[src/rtl/crc16_pkg.sv]
package crc16_pkg;

    localparam int unsigned  CRC_W      = 16;
    localparam logic [15:0]  CRC_POLY   = 16'h1021;
    localparam logic [15:0]  CRC_SEED   = 16'hFFFF;
    localparam logic [15:0]  CRC_XOROUT = 16'hFFFF;
    localparam int unsigned  SLOT_W     = 4;

    // Control bits that travel with each word down the delay line.
    typedef struct packed {
        logic              vld;
        logic              sop;
        logic              eop;
        logic              pad;
        logic [SLOT_W-1:0] slot;
    } lane_ctl_t;

    // Absorb the top nbits of a left-aligned word, earliest bit first.
    function automatic logic [15:0] crc_advance(input logic [15:0] state,
                                                input logic [15:0] word,
                                                input int unsigned nbits);
        logic [15:0] s;
        logic        fb;
        s = state;
        for (int i = 0; i < 16; i++) begin
            if (i < int'(nbits)) begin
                fb = s[15] ^ word[15-i];
                s  = {s[14:0], 1'b0};
                if (fb) s = s ^ CRC_POLY;
            end
        end
        return s;
    endfunction

endpackage

[src/rtl/crc16_stage_line.sv]
module crc16_stage_line
    import crc16_pkg::*;
#(
    parameter int unsigned W   = 8,
    parameter int unsigned PADW = 2,
    parameter int unsigned LAT = 4
) (
    input  logic             clk,
    input  logic             rst,
    input  logic             in_vld,
    input  logic             in_sop,
    input  logic             in_eop,
    input  logic [W-1:0]     in_data,
    output lane_ctl_t        tap_ctl,
    output logic [W-1:0]     tap_data,
    output lane_ctl_t        fin_ctl,
    output logic [W-1:0]     fin_data
);

    lane_ctl_t    ctl_q [LAT];
    logic [W-1:0] dat_q [LAT];
    logic         close_frame;

    assign close_frame = in_vld & in_eop;

    always_ff @(posedge clk) begin
        if (rst) begin
            for (int k = 0; k < int'(LAT); k++) begin
                ctl_q[k] <= '0;
            end
        end else begin
            ctl_q[0].vld  <= in_vld;
            ctl_q[0].sop  <= in_vld & in_sop;
            ctl_q[0].eop  <= close_frame;
            ctl_q[0].pad  <= close_frame;
            ctl_q[0].slot <= SLOT_W'(PADW - 1);
            for (int k = 1; k < int'(LAT); k++) begin
                ctl_q[k] <= ctl_q[k-1];
            end
            // The end word reveals the padding words still in flight.
            if (close_frame) begin
                for (int k = 1; k < int'(PADW); k++) begin
                    ctl_q[k].pad  <= 1'b1;
                    ctl_q[k].slot <= SLOT_W'(int'(PADW) - 1 - k);
                end
            end
        end
    end

    always_ff @(posedge clk) begin
        dat_q[0] <= in_data;
        for (int k = 1; k < int'(LAT); k++) begin
            dat_q[k] <= dat_q[k-1];
        end
    end

    assign tap_ctl  = ctl_q[PADW];
    assign tap_data = dat_q[PADW];
    assign fin_ctl  = ctl_q[LAT-1];
    assign fin_data = dat_q[LAT-1];

endmodule

[src/rtl/crc16_accum.sv]
module crc16_accum
    import crc16_pkg::*;
#(
    parameter int unsigned W = 8
) (
    input  logic         clk,
    input  logic         rst,
    input  logic         tap_vld,
    input  logic         tap_sop,
    input  logic         tap_pad,
    input  logic [W-1:0] tap_data,
    output logic [15:0]  crc_q
);

    logic [15:0] aligned;
    logic [15:0] base;

    always_comb begin
        aligned          = '0;
        aligned[15 -: W] = tap_data;
        base             = tap_sop ? CRC_SEED : crc_q;
    end

    always_ff @(posedge clk) begin
        if (rst) begin
            crc_q <= CRC_SEED;
        end else if (tap_vld && !tap_pad) begin
            crc_q <= crc_advance(base, aligned, W);
        end
    end

endmodule

[src/rtl/crc16_insert.sv]
module crc16_insert
    import crc16_pkg::*;
#(
    parameter int unsigned W = 8
) (
    input  lane_ctl_t    fin_ctl,
    input  logic [W-1:0] fin_data,
    input  logic [15:0]  crc_q,
    output logic         out_valid,
    output logic         out_start,
    output logic         out_end,
    output logic [W-1:0] out_data
);

    logic [15:0] chk;
    logic [15:0] chk_shift;

    always_comb begin
        chk       = crc_q ^ CRC_XOROUT;
        chk_shift = chk << (int'(fin_ctl.slot) * int'(W));
        out_valid = fin_ctl.vld;
        out_start = fin_ctl.sop;
        out_end   = fin_ctl.eop;
        out_data  = fin_ctl.pad ? chk_shift[15 -: W] : fin_data;
    end

endmodule

[src/rtl/crc16_stream_gen.sv]
module crc16_stream_gen
    import crc16_pkg::*;
#(
    parameter int unsigned DATA_W = 8
) (
    input  logic              clk,
    input  logic              rst,
    input  logic              in_valid,
    input  logic              in_start,
    input  logic              in_end,
    input  logic [DATA_W-1:0] in_data,
    output logic              out_valid,
    output logic              out_start,
    output logic              out_end,
    output logic [DATA_W-1:0] out_data
);

    localparam int unsigned PAD_WORDS = CRC_W / DATA_W;
    localparam int unsigned LATENCY   = PAD_WORDS + 2;

    lane_ctl_t         tap_ctl;
    lane_ctl_t         fin_ctl;
    logic [DATA_W-1:0] tap_data;
    logic [DATA_W-1:0] fin_data;
    logic [15:0]       crc_q;

    crc16_stage_line #(.W(DATA_W), .PADW(PAD_WORDS), .LAT(LATENCY)) u_line (
        .clk      (clk),
        .rst      (rst),
        .in_vld   (in_valid),
        .in_sop   (in_start),
        .in_eop   (in_end),
        .in_data  (in_data),
        .tap_ctl  (tap_ctl),
        .tap_data (tap_data),
        .fin_ctl  (fin_ctl),
        .fin_data (fin_data)
    );

    crc16_accum #(.W(DATA_W)) u_accum (
        .clk      (clk),
        .rst      (rst),
        .tap_vld  (tap_ctl.vld),
        .tap_sop  (tap_ctl.sop),
        .tap_pad  (tap_ctl.pad),
        .tap_data (tap_data),
        .crc_q    (crc_q)
    );

    crc16_insert #(.W(DATA_W)) u_insert (
        .fin_ctl   (fin_ctl),
        .fin_data  (fin_data),
        .crc_q     (crc_q),
        .out_valid (out_valid),
        .out_start (out_start),
        .out_end   (out_end),
        .out_data  (out_data)
    );

endmodule

[config.mk]
export PLATFORM = sky130hd
export DESIGN_NAME = crc16_stream_gen
export DESIGN_NICKNAME = d
export VERILOG_FILES = /design/src/rtl/crc16_pkg.sv /design/src/rtl/crc16_stage_line.sv /design/src/rtl/crc16_accum.sv /design/src/rtl/crc16_insert.sv /design/src/rtl/crc16_stream_gen.sv
export SDC_FILE = /design/constraint.sdc
export NUM_CORES = 1
export LEC_CHECK = 0
export BUFFER_PORTS_ARGS = -buffer_cell sky130_fd_sc_hd__buf_4
export CORE_MARGIN = 5
export CORE_UTILIZATION = 45
export DETAILED_ROUTE_END_ITERATION = 7
export PLACE_DENSITY = 0.63
export SKIP_LAST_GASP = 1
export SYNTH_ARGS = -nofsm -noshare
export SYNTH_HDL_FRONTEND = slang
export SYNTH_HIERARCHICAL = 1
export SYNTH_SLANG_ARGS = --single-unit
[constraint.sdc]
create_clock -name clk -period 3.5 [get_ports clk]
set_clock_uncertainty 0.2 [all_clocks]
set_input_delay 0.7 -clock clk [delete_from_list [all_inputs] [get_ports clk]]
set_output_delay 0.7 -clock clk [all_outputs]
set_load 0.05 [all_outputs]
==> impl_metrics.py <==
metrics = {
    "final_layout": {
        "final_area_mm2": 0.00302,
        "final_cells": 337,
        "final_common_cell": "dfxtp_1",
        "nets": 273,
        "antennaDiodeCount": 0,
        "final_util_pct": 53.8,
        "layout_common_cells": "76 x dfxtp_1, 24 x buf_4, 20 x nor2b_1",
        "area.growth.synth_to_final_pct": 14.7,
        "drive_gt1_share_pct": 20.4,
    },
    "floorplan": {
        "die_w_um": 86.4,
        "die_h_um": 86.4,
        "die_area_mm2": 0.00747,
        "io_pins": 24,
        "rows": 27,
        "start_util_pct": 46.9,
        "core_area_mm2": 0.00561,
    },
    "synth": {
        "seq_area_frac_synth_pct": 57.9,
        "synth_top_area_cell": "dfxtp_1",
        "ys_ff_latch": 76,
        "yosysWarnings": 6,
        "yosys-top-cells-area": "dfxtp_1 58%, nor2b_1 4.8%, xnor2_1 4.3%, mux2_2 3.4%, xnor3_1 2.6%",
        "synth_cell_types": 43,
        "syn_inst": 237,
        "syn_avg_cell_area_um2": 11.1,
        "syn-cell-area_mm2": 0.00263,
        "yosysTopAreaCellShare_pct": 57.9,
    },
    "cts": {
        "cts_sinks": 76,
        "post_cts_buffers": 0,
        "path_clk_slew_ns": 0.07,
        "cts_tree": "built",
        "ctsHoldBuffers": 0,
        "cts_buffers": 9,
        "clk_latency_ns": 0.34,
        "root_buffer": "clkbuf_8",
        "htree_num_levels": 3,
        "clockBufferDepth": 2,
        "cts_resized": 0,
    },
    "routing": {
        "avgRoutedWirePerCell_um": 12.3,
        "dr_wl_met3_um": 209,
        "vias": 1607,
        "drt_wl_total_mm": 4.15,
        "ant_nets": 0,
        "wl_met2_mm": 2.01,
        "drt_iter0_markers": 87,
        "via_per_inst": 4.77,
        "first_pass_iters": 4,
        "drc": 0,
        "top_layer_used": "met4",
        "met1Wirelength_mm": 1.90,
    },
    "placed_design": {
        "portBuffers": 23,
        "dp.cells": 321,
        "dpl_cell_area_mm2": 0.00283,
        "place_hpwl_mm": 2.82,
        "pre_cts_ws_ns": 1.11,
        "gp_congestion": 0.739,
    },
    "pwr": {
        "max-vdd-ir-drop_v": 0.000467,
        "power.density_mw_per_mm2": 552,
        "p_leak_nw": 1.25,
        "power_mw": 1.66,
    },
    "critical_path": {
        "crit_arrival_ns": 1.86,
        "critPathLaunchType": "flop",
        "crit_chain": "or4b_1 > o22ai_1 > buf_4",
        "cp_slowest_stage_delay_ns": 0.72,
        "crit_type": "flop to primary output",
        "cp-end-kind": "primary output",
        "crit_path_top_delay_cell": "or4b_1",
        "cp.required_ns": 2.60,
        "crit_fanout": 8,
        "r2r_cells": 4,
    },
    "global_routing": {
        "grtUsageTotal_pct": 12.6,
        "grt_pass1_wl_mm": 7.09,
        "grt_pass1_vias": 1538,
        "grt_max_degree": 32,
        "antenna_found_initial": 0,
        "gr-total-overflow": 0,
    },
    "sta": {
        "period_needed_ns": 2.76,
        "relSlewSlack_pct": 32.8,
        "fin_crit_sh_pct": 78.8,
        "fin_setup_tns_ns": 0,
        "max_freq_mhz": 363,
        "worst_slack_ns": 0.744,
        "setup_viol": 0,
        "holdWs_ns": 0.125,
        "rsz0062_at_grt": "no",
        "timing.final.hold_violations": 0,
        "tightest_slew_ns": 1.01,
        "maxSlewViolCount": 0,
    },
    "min_path": {
        "min_path_cells": 0,
        "hold_class": "flop to flop",
    },
    "run_status": {
        "outcome": "finished clean",
    },
    "run": {
        "maxCapViolations": 0,
    },
}
-- cell families (layout without fill, tap and decap cells) --
logic type	Yosys count	in the layout	synth area share (%)
compound gates	39	39	10.4
xor+xnor	23	23	9.80
buf+inv	25	51	4.57
flops	76	76	57.9
mux	8	8	3.43
other cells	1	3	0.143
simple gates	65	65	13.8
-- power by group --
group / internal [mW] / switching [mW]
clock network: 0.295 / 0.305
logic: 0.0688 / 0.0734
registers: 0.902 / 0.0196
total: 1.27 / 0.398
-- Yosys cell counts, drive strengths merged --
library cell	instances
xnor3	3
xnor2	13
o211a	1
nand3	4
nand2b	1
a211oi	1
a21oi	8
or4b	1
or3	3
o311a	1
nor3	4
a2111oi	1
o211ai	6
xor2	6
clkbuf	5
dfxtp	76
nand2	11
nor2b	21
o22ai	8
or2	2
mux2	8
o311ai	3
o21ai	7
a21boi	1
clkinv	1
xor3	1
nor3b	1
conb	1
and3	3
o21a	1
and4	1
inv	10
buf	9
nor2	11
o31ai	1
and2	2
-- layer usage --
metal  up-vias  GRT usage (%)
li1        846              -
met1       726           15.2
met2        33           19.3
met3         2           5.99
met4         0           5.10
met5         -              0
-- path summary, 6_finish.rpt --
check                                start                            end  slack, ns
max reg2reg     u_line/ctl_q[2][6]$_DFF_P_  u_accum/crc_q[5]$_SDFFE_PP1P_       1.54
min             u_line/dat_q[0][1]$_DFF_P_     u_line/dat_q[1][1]$_DFF_P_       0.12
min reg2reg     u_line/dat_q[0][1]$_DFF_P_     u_line/dat_q[1][1]$_DFF_P_       0.12
max          u_line/ctl_q[3][1]$_SDFF_PP0_                    out_data[1]       0.74
-- cell type report --
class	count	area, um^2
flip-flops and latches	76	1520
fillers	511	2590
multi-input cells	138	995
well taps	72	90.1
clock inverters	5	36.3
clock buffers	11	151
repair buffers	24	180
inverters	11	41.3
-- state kept, by name (all words and copies together) (netlist names) --
register and flops:
u_line/dat_q 32, u_line/ctl_q 28, u_accum/crc_q 16
-- worst max-delay path, delay by kind of cell, from the launching register on --
family | cells | cell delay [ns]
AO/OA/AOI/OAI | 1 | 0.25
buffers and inverters | 1 | 0.24
AND/OR/NAND/NOR | 1 | 0.72
flip-flops | 1 | 0.30
No activity file was read; power rests on OpenSTA's default activity.
